`config.mk`:
```
export PLATFORM = sky130hd
export DESIGN_NAME = psw_fb_divider
export DESIGN_NICKNAME = d
export VERILOG_FILES = /design/src/rtl/psw_pkg.sv /design/src/rtl/psw_cfg_stage.sv /design/src/rtl/psw_prescaler.sv /design/src/rtl/psw_swallow_chain.sv /design/src/rtl/psw_fb_divider.sv
export SDC_FILE = /design/constraint.sdc
export NUM_CORES = 1
export LEC_CHECK = 0
export BUFFER_PORTS_ARGS = -buffer_cell sky130_fd_sc_hd__buf_2
export CAP_MARGIN = 20
export CORE_UTILIZATION = 53
export CTS_CLUSTER_DIAMETER = 150
export DETAILED_ROUTE_END_ITERATION = 6
export GPL_ROUTABILITY_DRIVEN = 0
export PLACE_DENSITY = 0.72
export SLEW_MARGIN = 20
export SYNTH_ARGS = -nofsm -noshare
export SYNTH_HDL_FRONTEND = slang
export SYNTH_SLANG_ARGS = --single-unit
```
`constraint.sdc`:
```
create_clock -name clk_i -period 2.5 [get_ports clk_i]
set_clock_uncertainty 0.15 [all_clocks]
set_input_delay 0.375 -clock clk_i [delete_from_list [all_inputs] [get_ports clk_i]]
set_output_delay 0.375 -clock clk_i [all_outputs]
set_load 0.03 [all_outputs]
```
`src/rtl/psw_pkg.sv`:
```
package psw_pkg;

   // Base modulus choice for the dual-modulus prescaler
   typedef enum logic {
      PS_LO = 1'b0,
      PS_HI = 1'b1
   } ps_sel_e;

   // A ratio is unusable when the main count is below two or when
   // the swallow count exceeds the main count.
   function automatic logic ratio_illegal(input logic [31:0] a_val,
                                          input logic [31:0] b_val);
      return (b_val < 32'd2) || (b_val < a_val);
   endfunction

endpackage

```
`src/rtl/psw_cfg_stage.sv`:
```
module psw_cfg_stage
   import psw_pkg::*;
#(
   parameter int      A_W     = 6,
   parameter int      B_W     = 11,
   parameter int      RST_A   = 0,
   parameter int      RST_B   = 2,
   parameter ps_sel_e RST_SEL = PS_LO
) (
   input  logic           clk_i,
   input  logic           rst_ni,
   input  logic           ld_i,
   input  logic [A_W-1:0] a_i,
   input  logic [B_W-1:0] b_i,
   input  ps_sel_e        sel_i,
   input  logic           commit_i,
   output logic [A_W-1:0] nxt_a_o,
   output logic [B_W-1:0] nxt_b_o,
   output ps_sel_e        act_sel_o,
   output logic           err_o
);

   logic [A_W-1:0] stg_a_q;
   logic [B_W-1:0] stg_b_q;
   ps_sel_e        stg_sel_q;
   ps_sel_e        act_sel_q;
   logic           err_q;

   // Staging registers: written only by the load strobe
   always_ff @(posedge clk_i or negedge rst_ni) begin
      if (!rst_ni) begin
         stg_a_q   <= A_W'(RST_A);
         stg_b_q   <= B_W'(RST_B);
         stg_sel_q <= RST_SEL;
         err_q     <= 1'b0;
      end else if (ld_i) begin
         stg_a_q   <= a_i;
         stg_b_q   <= b_i;
         stg_sel_q <= sel_i;
         err_q     <= ratio_illegal(32'(a_i), 32'(b_i));
      end
   end

   // Active modulus: moves only when the counter chain wraps
   always_ff @(posedge clk_i or negedge rst_ni) begin
      if (!rst_ni) begin
         act_sel_q <= RST_SEL;
      end else if (commit_i) begin
         act_sel_q <= stg_sel_q;
      end
   end

   assign nxt_a_o   = stg_a_q;
   assign nxt_b_o   = stg_b_q;
   assign act_sel_o = act_sel_q;
   assign err_o     = err_q;

   AST_SEL_AT_WRAP: assert property (@(posedge clk_i) disable iff (!rst_ni)
      !commit_i |=> $stable(act_sel_q));

   AST_ERR_HOLD: assert property (@(posedge clk_i) disable iff (!rst_ni)
      !ld_i |=> $stable(err_q));

   AST_STAGE_HOLD: assert property (@(posedge clk_i) disable iff (!rst_ni)
      !ld_i |=> ($stable(stg_a_q) && $stable(stg_b_q)));

endmodule

```
`src/rtl/psw_prescaler.sv`:
```
module psw_prescaler
   import psw_pkg::*;
#(
   parameter int CORE_MOD    = 4,
   parameter int P_LO        = 32,
   parameter int P_HI        = 64,
   parameter bit CORE_ONEHOT = 1'b0
) (
   input  logic    clk_i,
   input  logic    rst_ni,
   input  ps_sel_e sel_i,
   input  logic    swallow_i,
   output logic    tc_o
);

   localparam int EXT_LO  = P_LO / CORE_MOD;
   localparam int EXT_HI  = P_HI / CORE_MOD;
   localparam int EXT_MAX = (EXT_HI > EXT_LO) ? EXT_HI : EXT_LO;
   localparam int EXT_W   = (EXT_MAX > 1) ? $clog2(EXT_MAX) : 1;
   localparam int CORE_W  = $clog2(CORE_MOD + 1);
   localparam int SPAN_W  = $clog2(EXT_MAX * CORE_MOD + 2);

   logic [EXT_W-1:0] ext_q;
   logic [EXT_W-1:0] ext_last;
   logic             ext_at_last;
   logic             stretch;
   logic             core_end;

   // Extension counter terminal depends on the active base modulus
   assign ext_last    = (sel_i == PS_HI) ? EXT_W'(EXT_HI - 1) : EXT_W'(EXT_LO - 1);
   assign ext_at_last = (ext_q == ext_last);
   // The extra input cycle is taken once, in the last core pass
   assign stretch     = swallow_i && ext_at_last;

   if (CORE_ONEHOT) begin : g_core_onehot
      logic [CORE_MOD:0] oh_q;

      assign core_end = stretch ? oh_q[CORE_MOD] : oh_q[CORE_MOD-1];

      always_ff @(posedge clk_i or negedge rst_ni) begin
         if (!rst_ni) begin
            oh_q <= (CORE_MOD+1)'(1);
         end else if (core_end) begin
            oh_q <= (CORE_MOD+1)'(1);
         end else begin
            oh_q <= {oh_q[CORE_MOD-1:0], 1'b0};
         end
      end

      AST_CORE_ONEHOT: assert property (@(posedge clk_i) disable iff (!rst_ni)
         $countones(oh_q) == 1);
   end else begin : g_core_binary
      logic [CORE_W-1:0] core_q;

      assign core_end = stretch ? (core_q == CORE_W'(CORE_MOD))
                                : (core_q == CORE_W'(CORE_MOD - 1));

      always_ff @(posedge clk_i or negedge rst_ni) begin
         if (!rst_ni) begin
            core_q <= '0;
         end else if (core_end) begin
            core_q <= '0;
         end else begin
            core_q <= core_q + CORE_W'(1);
         end
      end

      AST_CORE_RANGE: assert property (@(posedge clk_i) disable iff (!rst_ni)
         core_q <= CORE_W'(CORE_MOD));
   end

   always_ff @(posedge clk_i or negedge rst_ni) begin
      if (!rst_ni) begin
         ext_q <= '0;
      end else if (core_end) begin
         ext_q <= ext_at_last ? '0 : ext_q + EXT_W'(1);
      end
   end

   assign tc_o = core_end && ext_at_last;

   // Length of each prescaler cycle, measured independently of the core
   logic [SPAN_W-1:0] span_q;
   always_ff @(posedge clk_i or negedge rst_ni) begin
      if (!rst_ni) begin
         span_q <= '0;
      end else if (tc_o) begin
         span_q <= '0;
      end else begin
         span_q <= span_q + SPAN_W'(1);
      end
   end

   AST_PRESCALE_LEN: assert property (@(posedge clk_i) disable iff (!rst_ni)
      tc_o |-> (32'(span_q) + 32'd1 ==
                32'((sel_i == PS_HI) ? P_HI : P_LO) + 32'(swallow_i)));

   AST_TC_SINGLE: assert property (@(posedge clk_i) disable iff (!rst_ni)
      tc_o |=> !tc_o);

endmodule

```
`src/rtl/psw_swallow_chain.sv`:
```
module psw_swallow_chain #(
   parameter int A_W   = 6,
   parameter int B_W   = 11,
   parameter int RST_A = 0,
   parameter int RST_B = 2
) (
   input  logic           clk_i,
   input  logic           rst_ni,
   input  logic           tc_i,
   input  logic [A_W-1:0] ld_a_i,
   input  logic [B_W-1:0] ld_b_i,
   output logic           swallow_o,
   output logic           wrap_o
);

   logic [A_W-1:0] a_cnt_q;
   logic [B_W-1:0] b_cnt_q;
   logic           b_last;

   // A main count of zero or one both end the period on this prescaler cycle
   assign b_last    = (b_cnt_q <= B_W'(1));
   assign wrap_o    = tc_i && b_last;
   assign swallow_o = (a_cnt_q != '0);

   always_ff @(posedge clk_i or negedge rst_ni) begin
      if (!rst_ni) begin
         a_cnt_q <= A_W'(RST_A);
         b_cnt_q <= B_W'(RST_B);
      end else if (tc_i) begin
         if (b_last) begin
            a_cnt_q <= ld_a_i;
            b_cnt_q <= ld_b_i;
         end else begin
            b_cnt_q <= b_cnt_q - B_W'(1);
            if (a_cnt_q != '0) begin
               a_cnt_q <= a_cnt_q - A_W'(1);
            end
         end
      end
   end

   AST_SWALLOW_DONE: assert property (@(posedge clk_i) disable iff (!rst_ni)
      (tc_i && !b_last && (a_cnt_q == '0)) |=> (a_cnt_q == '0));

   AST_COUNT_HOLD: assert property (@(posedge clk_i) disable iff (!rst_ni)
      !tc_i |=> ($stable(a_cnt_q) && $stable(b_cnt_q)));

endmodule

```
`src/rtl/psw_fb_divider.sv`:
```
module psw_fb_divider
   import psw_pkg::*;
#(
   parameter int A_W         = 6,
   parameter int B_W         = 11,
   parameter int CORE_MOD    = 4,
   parameter int P_LO        = 32,
   parameter int P_HI        = 64,
   parameter bit CORE_ONEHOT = 1'b0,
   parameter bit OUT_REG     = 1'b1,
   parameter int RST_A       = 0,
   parameter int RST_B       = 2,
   parameter bit RST_SEL     = 1'b0
) (
   input  logic           clk_i,
   input  logic           rst_ni,
   input  logic           ld_i,
   input  logic [A_W-1:0] a_i,
   input  logic [B_W-1:0] b_i,
   input  logic           msel_i,
   output logic           pulse_o,
   output logic           cfg_err_o
);

   localparam ps_sel_e RST_SEL_E = ps_sel_e'(RST_SEL);

   // Elaboration-time parameter checks
   if (CORE_MOD < 2) begin : g_chk_core
      $error("CORE_MOD must be at least 2");
   end
   if ((P_LO % CORE_MOD) != 0 || (P_HI % CORE_MOD) != 0) begin : g_chk_mult
      $error("base moduli must be multiples of CORE_MOD");
   end
   if (P_LO / CORE_MOD < 2 || P_HI <= P_LO) begin : g_chk_order
      $error("need P_LO >= 2*CORE_MOD and P_HI > P_LO");
   end
   if (RST_B < 2 || RST_A > RST_B || RST_B >= (1 << B_W) || RST_A >= (1 << A_W)) begin : g_chk_rst
      $error("reset ratio must be legal and fit its counters");
   end

   logic [A_W-1:0] nxt_a;
   logic [B_W-1:0] nxt_b;
   ps_sel_e        act_sel;
   logic           swallow;
   logic           tc;
   logic           wrap;

   psw_cfg_stage #(
      .A_W    (A_W),
      .B_W    (B_W),
      .RST_A  (RST_A),
      .RST_B  (RST_B),
      .RST_SEL(RST_SEL_E)
   ) u_cfg (
      .clk_i    (clk_i),
      .rst_ni   (rst_ni),
      .ld_i     (ld_i),
      .a_i      (a_i),
      .b_i      (b_i),
      .sel_i    (ps_sel_e'(msel_i)),
      .commit_i (wrap),
      .nxt_a_o  (nxt_a),
      .nxt_b_o  (nxt_b),
      .act_sel_o(act_sel),
      .err_o    (cfg_err_o)
   );

   psw_prescaler #(
      .CORE_MOD   (CORE_MOD),
      .P_LO       (P_LO),
      .P_HI       (P_HI),
      .CORE_ONEHOT(CORE_ONEHOT)
   ) u_pre (
      .clk_i    (clk_i),
      .rst_ni   (rst_ni),
      .sel_i    (act_sel),
      .swallow_i(swallow),
      .tc_o     (tc)
   );

   psw_swallow_chain #(
      .A_W  (A_W),
      .B_W  (B_W),
      .RST_A(RST_A),
      .RST_B(RST_B)
   ) u_chain (
      .clk_i    (clk_i),
      .rst_ni   (rst_ni),
      .tc_i     (tc),
      .ld_a_i   (nxt_a),
      .ld_b_i   (nxt_b),
      .swallow_o(swallow),
      .wrap_o   (wrap)
   );

   if (OUT_REG) begin : g_out_reg
      logic pulse_q;
      always_ff @(posedge clk_i or negedge rst_ni) begin
         if (!rst_ni) begin
            pulse_q <= 1'b0;
         end else begin
            pulse_q <= wrap;
         end
      end
      assign pulse_o = pulse_q;
   end else begin : g_out_comb
      assign pulse_o = wrap;
   end

   AST_PULSE_WIDTH: assert property (@(posedge clk_i) disable iff (!rst_ni)
      pulse_o |=> !pulse_o);

   AST_WRAP_ON_TC: assert property (@(posedge clk_i) disable iff (!rst_ni)
      wrap |-> tc);

endmodule

```
==> flow_summary.toml <==
[min_path]
hold_path_class = "in -> async"

[logic_synthesis]
ys_ff_latch = 45
synth_area_leader_cell = "sky130_fd_sc_hd__dfrtp_1"
edff_count_synth = 0
synthesis.nets = 262
synthesis.area_um2 = 2400
synth_ff_type = "sky130_fd_sc_hd__dfrtp_1"
synth_warnings = 0
syn_area_per_cell_um2 = 10.4
synth_largest_type_area_fraction_pct = 44.8
syn_inst = 230
ys_seq_area_share_pct = 47.0
synthArstFlopShare_pct = 100
yosysUniqueCellTypes = 50
synth_area_leaders = "sky130_fd_sc_hd__dfrtp_1 45%, sky130_fd_sc_hd__mux2_2 9.8%, sky130_fd_sc_hd__ha_1 5.7%"

[global_routing]
first_global_vias = 1986
grt_max_degree = 46
grt_remaining_overflow = 0
grtUsageTotal_pct = 23.5
grt_first_pass_wirelength_mm = 8.99
grt_antenna_before_repair = 0

[floorplanning]
floorplan.die.width_um = 69.3
floorplan.core_area_um2 = 4350
num_rows = 24
starting_utilization_of_the_core_area_pct = 55.2
count_of_pins_on_the_block_boundary = 23
floorplan.die_area_um2 = 4810
fp.dieH_um = 69.3

[clocking]
clock_tree.root_cell = "sky130_fd_sc_hd__clkbuf_8"
cts_sinks = 45
max_root_sink_buffers = 2
cts_tree = "built"
htree_num_levels = 2
worst_skew_pair.late_latency_ns = 0.30
cts_made_buffers = 5
clkTransAtPathRegs_ns = 0.09

[detailed_routing]
antenna_violating_nets_left = 0
detailroute.via_count = 1942
met1_wl_mm = 2.30
drtPass1Iterations = 4
routed_vias_inst = 5.92
dr.first_iter.drc_count = 114
drc_errors = 0
post_dr_wirelength_cell_um = 15.4
routed_wl_mm = 5.04
top_layer = "met4"
route.met3.wl_um = 185
routed-wl-met2_mm = 2.46

[run_status]
status = "finished, final reports clean"

[final_layout]
nNetsFinal = 307
diodes = 0
mostFrequentLayoutCell = "sky130_fd_sc_hd__dfrtp_1"
synthToLayoutAreaGrowth_pct = 21.8
layout_common_cells = "43 x sky130_fd_sc_hd__dfrtp_1, 23 x sky130_fd_sc_hd__buf_2, 21 x sky130_fd_sc_hd__mux2_2, 21 x sky130_fd_sc_hd__buf_4, 18 x sky130_fd_sc_hd__a21oi_1"
fillers = 327
drive_gt1_share_pct = 36.2

[setup_path]
timing.critical_path.from_type = "flop"
r2r_slack_ns = 0.03
reg2reg_depth = 8
critical_path.endpoint_type = "flop"
setup.worst_path.class = "reg -> reg"
critical_path.max_fanout = 5
critical_path_required_ns = 2.53
cp_data_arrival_time_ns = 2.50

[timing]
rsz0062_at_grt = "true"
tightest_hold_margin_ns = 0.00491
fin_setup_tns_ns = 0
finalCriticalPeriod_ns = 2.47
achievable-frequency_mhz = 405
post-route-period-util_pct = 98.7
final_hold_viol_count = 0
worst_slew_margin_rel_pct = 62.1
setup_viol = 0
max_slew.worst_pin.slew_ns = 0.568
report.final.slew_viol_count = 0

[placed_design]
detailedPlacementHpwl_mm = 3.53
io_buffers = 22

[run]
max-cap-violations = 0

[pwr]
max-vdd-ir-drop_mv = 0.357
powerDensity_nw_per_um2 = 565
p_leak_nw = 1.28
==> cell usage after synthesis (3+ instances only) <==
cell type,count
sky130_fd_sc_hd__nand4_1,3
sky130_fd_sc_hd__nand3_1,6
sky130_fd_sc_hd__nor4_1,4
sky130_fd_sc_hd__o211ai_1,4
sky130_fd_sc_hd__dfrtp_1,43
sky130_fd_sc_hd__nor3_1,4
sky130_fd_sc_hd__a31oi_1,3
sky130_fd_sc_hd__a21oi_1,22
sky130_fd_sc_hd__mux2_2,21
sky130_fd_sc_hd__inv_1,12
sky130_fd_sc_hd__nand2_1,12
sky130_fd_sc_hd__a21o_1,3
sky130_fd_sc_hd__nor2_1,12
sky130_fd_sc_hd__clkbuf_1,4
sky130_fd_sc_hd__xnor2_1,3
sky130_fd_sc_hd__nand2b_1,5
sky130_fd_sc_hd__ha_1,11
sky130_fd_sc_hd__o21ai_0,17
==> path summary, 6_finish.rpt <==
check,from,to
max,u_chain.a_cnt_q[1],u_chain.b_cnt_q[3]
min,rst_ni,u_chain.a_cnt_q[3]
max reg2reg,u_chain.a_cnt_q[1],u_chain.b_cnt_q[3]
min reg2reg,u_pre.g_core_binary.core_q[0],u_pre.g_core_binary.core_q[0]
max in group asynchronous,rst_ni,u_pre.g_core_binary.core_q[1]
min in group clk_i,msel_i,u_cfg.stg_sel_q
==> cell type report <==
cell class	count	area (um^2)	share of cell area [%]
Multi-Input combinational cell	165	1270	43.6
Sequential cell	45	1130	38.6
Timing Repair Buffer	46	295	10.1
Clock buffer	7	86.3	2.95
Tap cell	52	65.1	2.22
Inverter	12	45.0	1.54
Clock inverter	1	30.0	1.03
==> per-layer routing <==
metal | track usage, % | vias to the layer above
met2 | 37.6 | 41
met1 | 31.1 | 956
met4 | 9.07 | 0
li1 | - | 935
met5 | 0 | -
met3 | 5.09 | 10
==> registers in the layout, indices dropped and copies added, names as in the netlist <==
name / cells
pulse_o: 1
u_chain.b_cnt_q: 11
u_pre.g_core_binary.core_q: 3
u_cfg.stg_sel_q: 1
u_cfg.act_sel_o: 1
u_pre.ext_q: 4
u_chain.a_cnt_q: 6
u_cfg.nxt_b_o: 11
u_cfg.nxt_a_o: 6
u_cfg.err_o: 1
==> through the flow <==
step / utilization [%] / setup WS, ns / instance area, um^2 / total power [mW] / instances
final: 67.2 / 0.0336 / 2930 / 1.65 / 328
after global placement: 62.2 / 0.0626 / 2710 / 1.07 / 317
after floorplan: - / -0.0502 / 2420 / 0.976 / 230
after global routing: 67.2 / -0.0413 / 2930 / 1.73 / 328
after detailed placement: 62.2 / -0.00603 / 2710 / 1.08 / 317
after CTS: 65.3 / 0.0192 / 2840 / 1.65 / 326
==> repair_timing <==
action                                  CTS  global route
hold buffers                              0             0
resized for setup                         1            17
pin swaps                                 2             1
buffers inserted                          1             1
endpoints found under the setup margin    3            15
gates cloned                              0             1
endpoints found under the hold margin     0             0
==> where the power goes <==
group | leakage, nW | total, mW | internal (mW) | switching [mW]
sequential | 0.535 | 0.841 | 0.790 | 0.0511
clock | 0.0585 | 0.577 | 0.326 | 0.251
combinational | 0.684 | 0.236 | 0.117 | 0.119
==> cell families (layout without fill, tap and decap cells) <==
family                   after synthesis  in the layout  synth area share (%)
buffers and inverters                 20             66                  3.49
flip-flops                            45             45                  47.0
adder cells (fa/ha/maj)               11             11                  5.73
XOR/XNOR                               3              3                  1.09
AND/OR/NAND/NOR                       59             59                  13.2
multiplexers                          24             24                  11.1
AO/OA/AOI/OAI                         68             68                  18.3
==> critical path, cell delays in order, from the launching register on <==
cell	delay (ns)
sky130_fd_sc_hd__dfrtp_1	0.40
sky130_fd_sc_hd__inv_2	0.09
sky130_fd_sc_hd__ha_4	0.12
sky130_fd_sc_hd__or4b_4	0.47
sky130_fd_sc_hd__or4_4	0.46
sky130_fd_sc_hd__a21o_4	0.25
sky130_fd_sc_hd__buf_6	0.12
sky130_fd_sc_hd__o41ai_4	0.19
sky130_fd_sc_hd__o21ai_1	0.10
(Power assumes the default switching activity.)
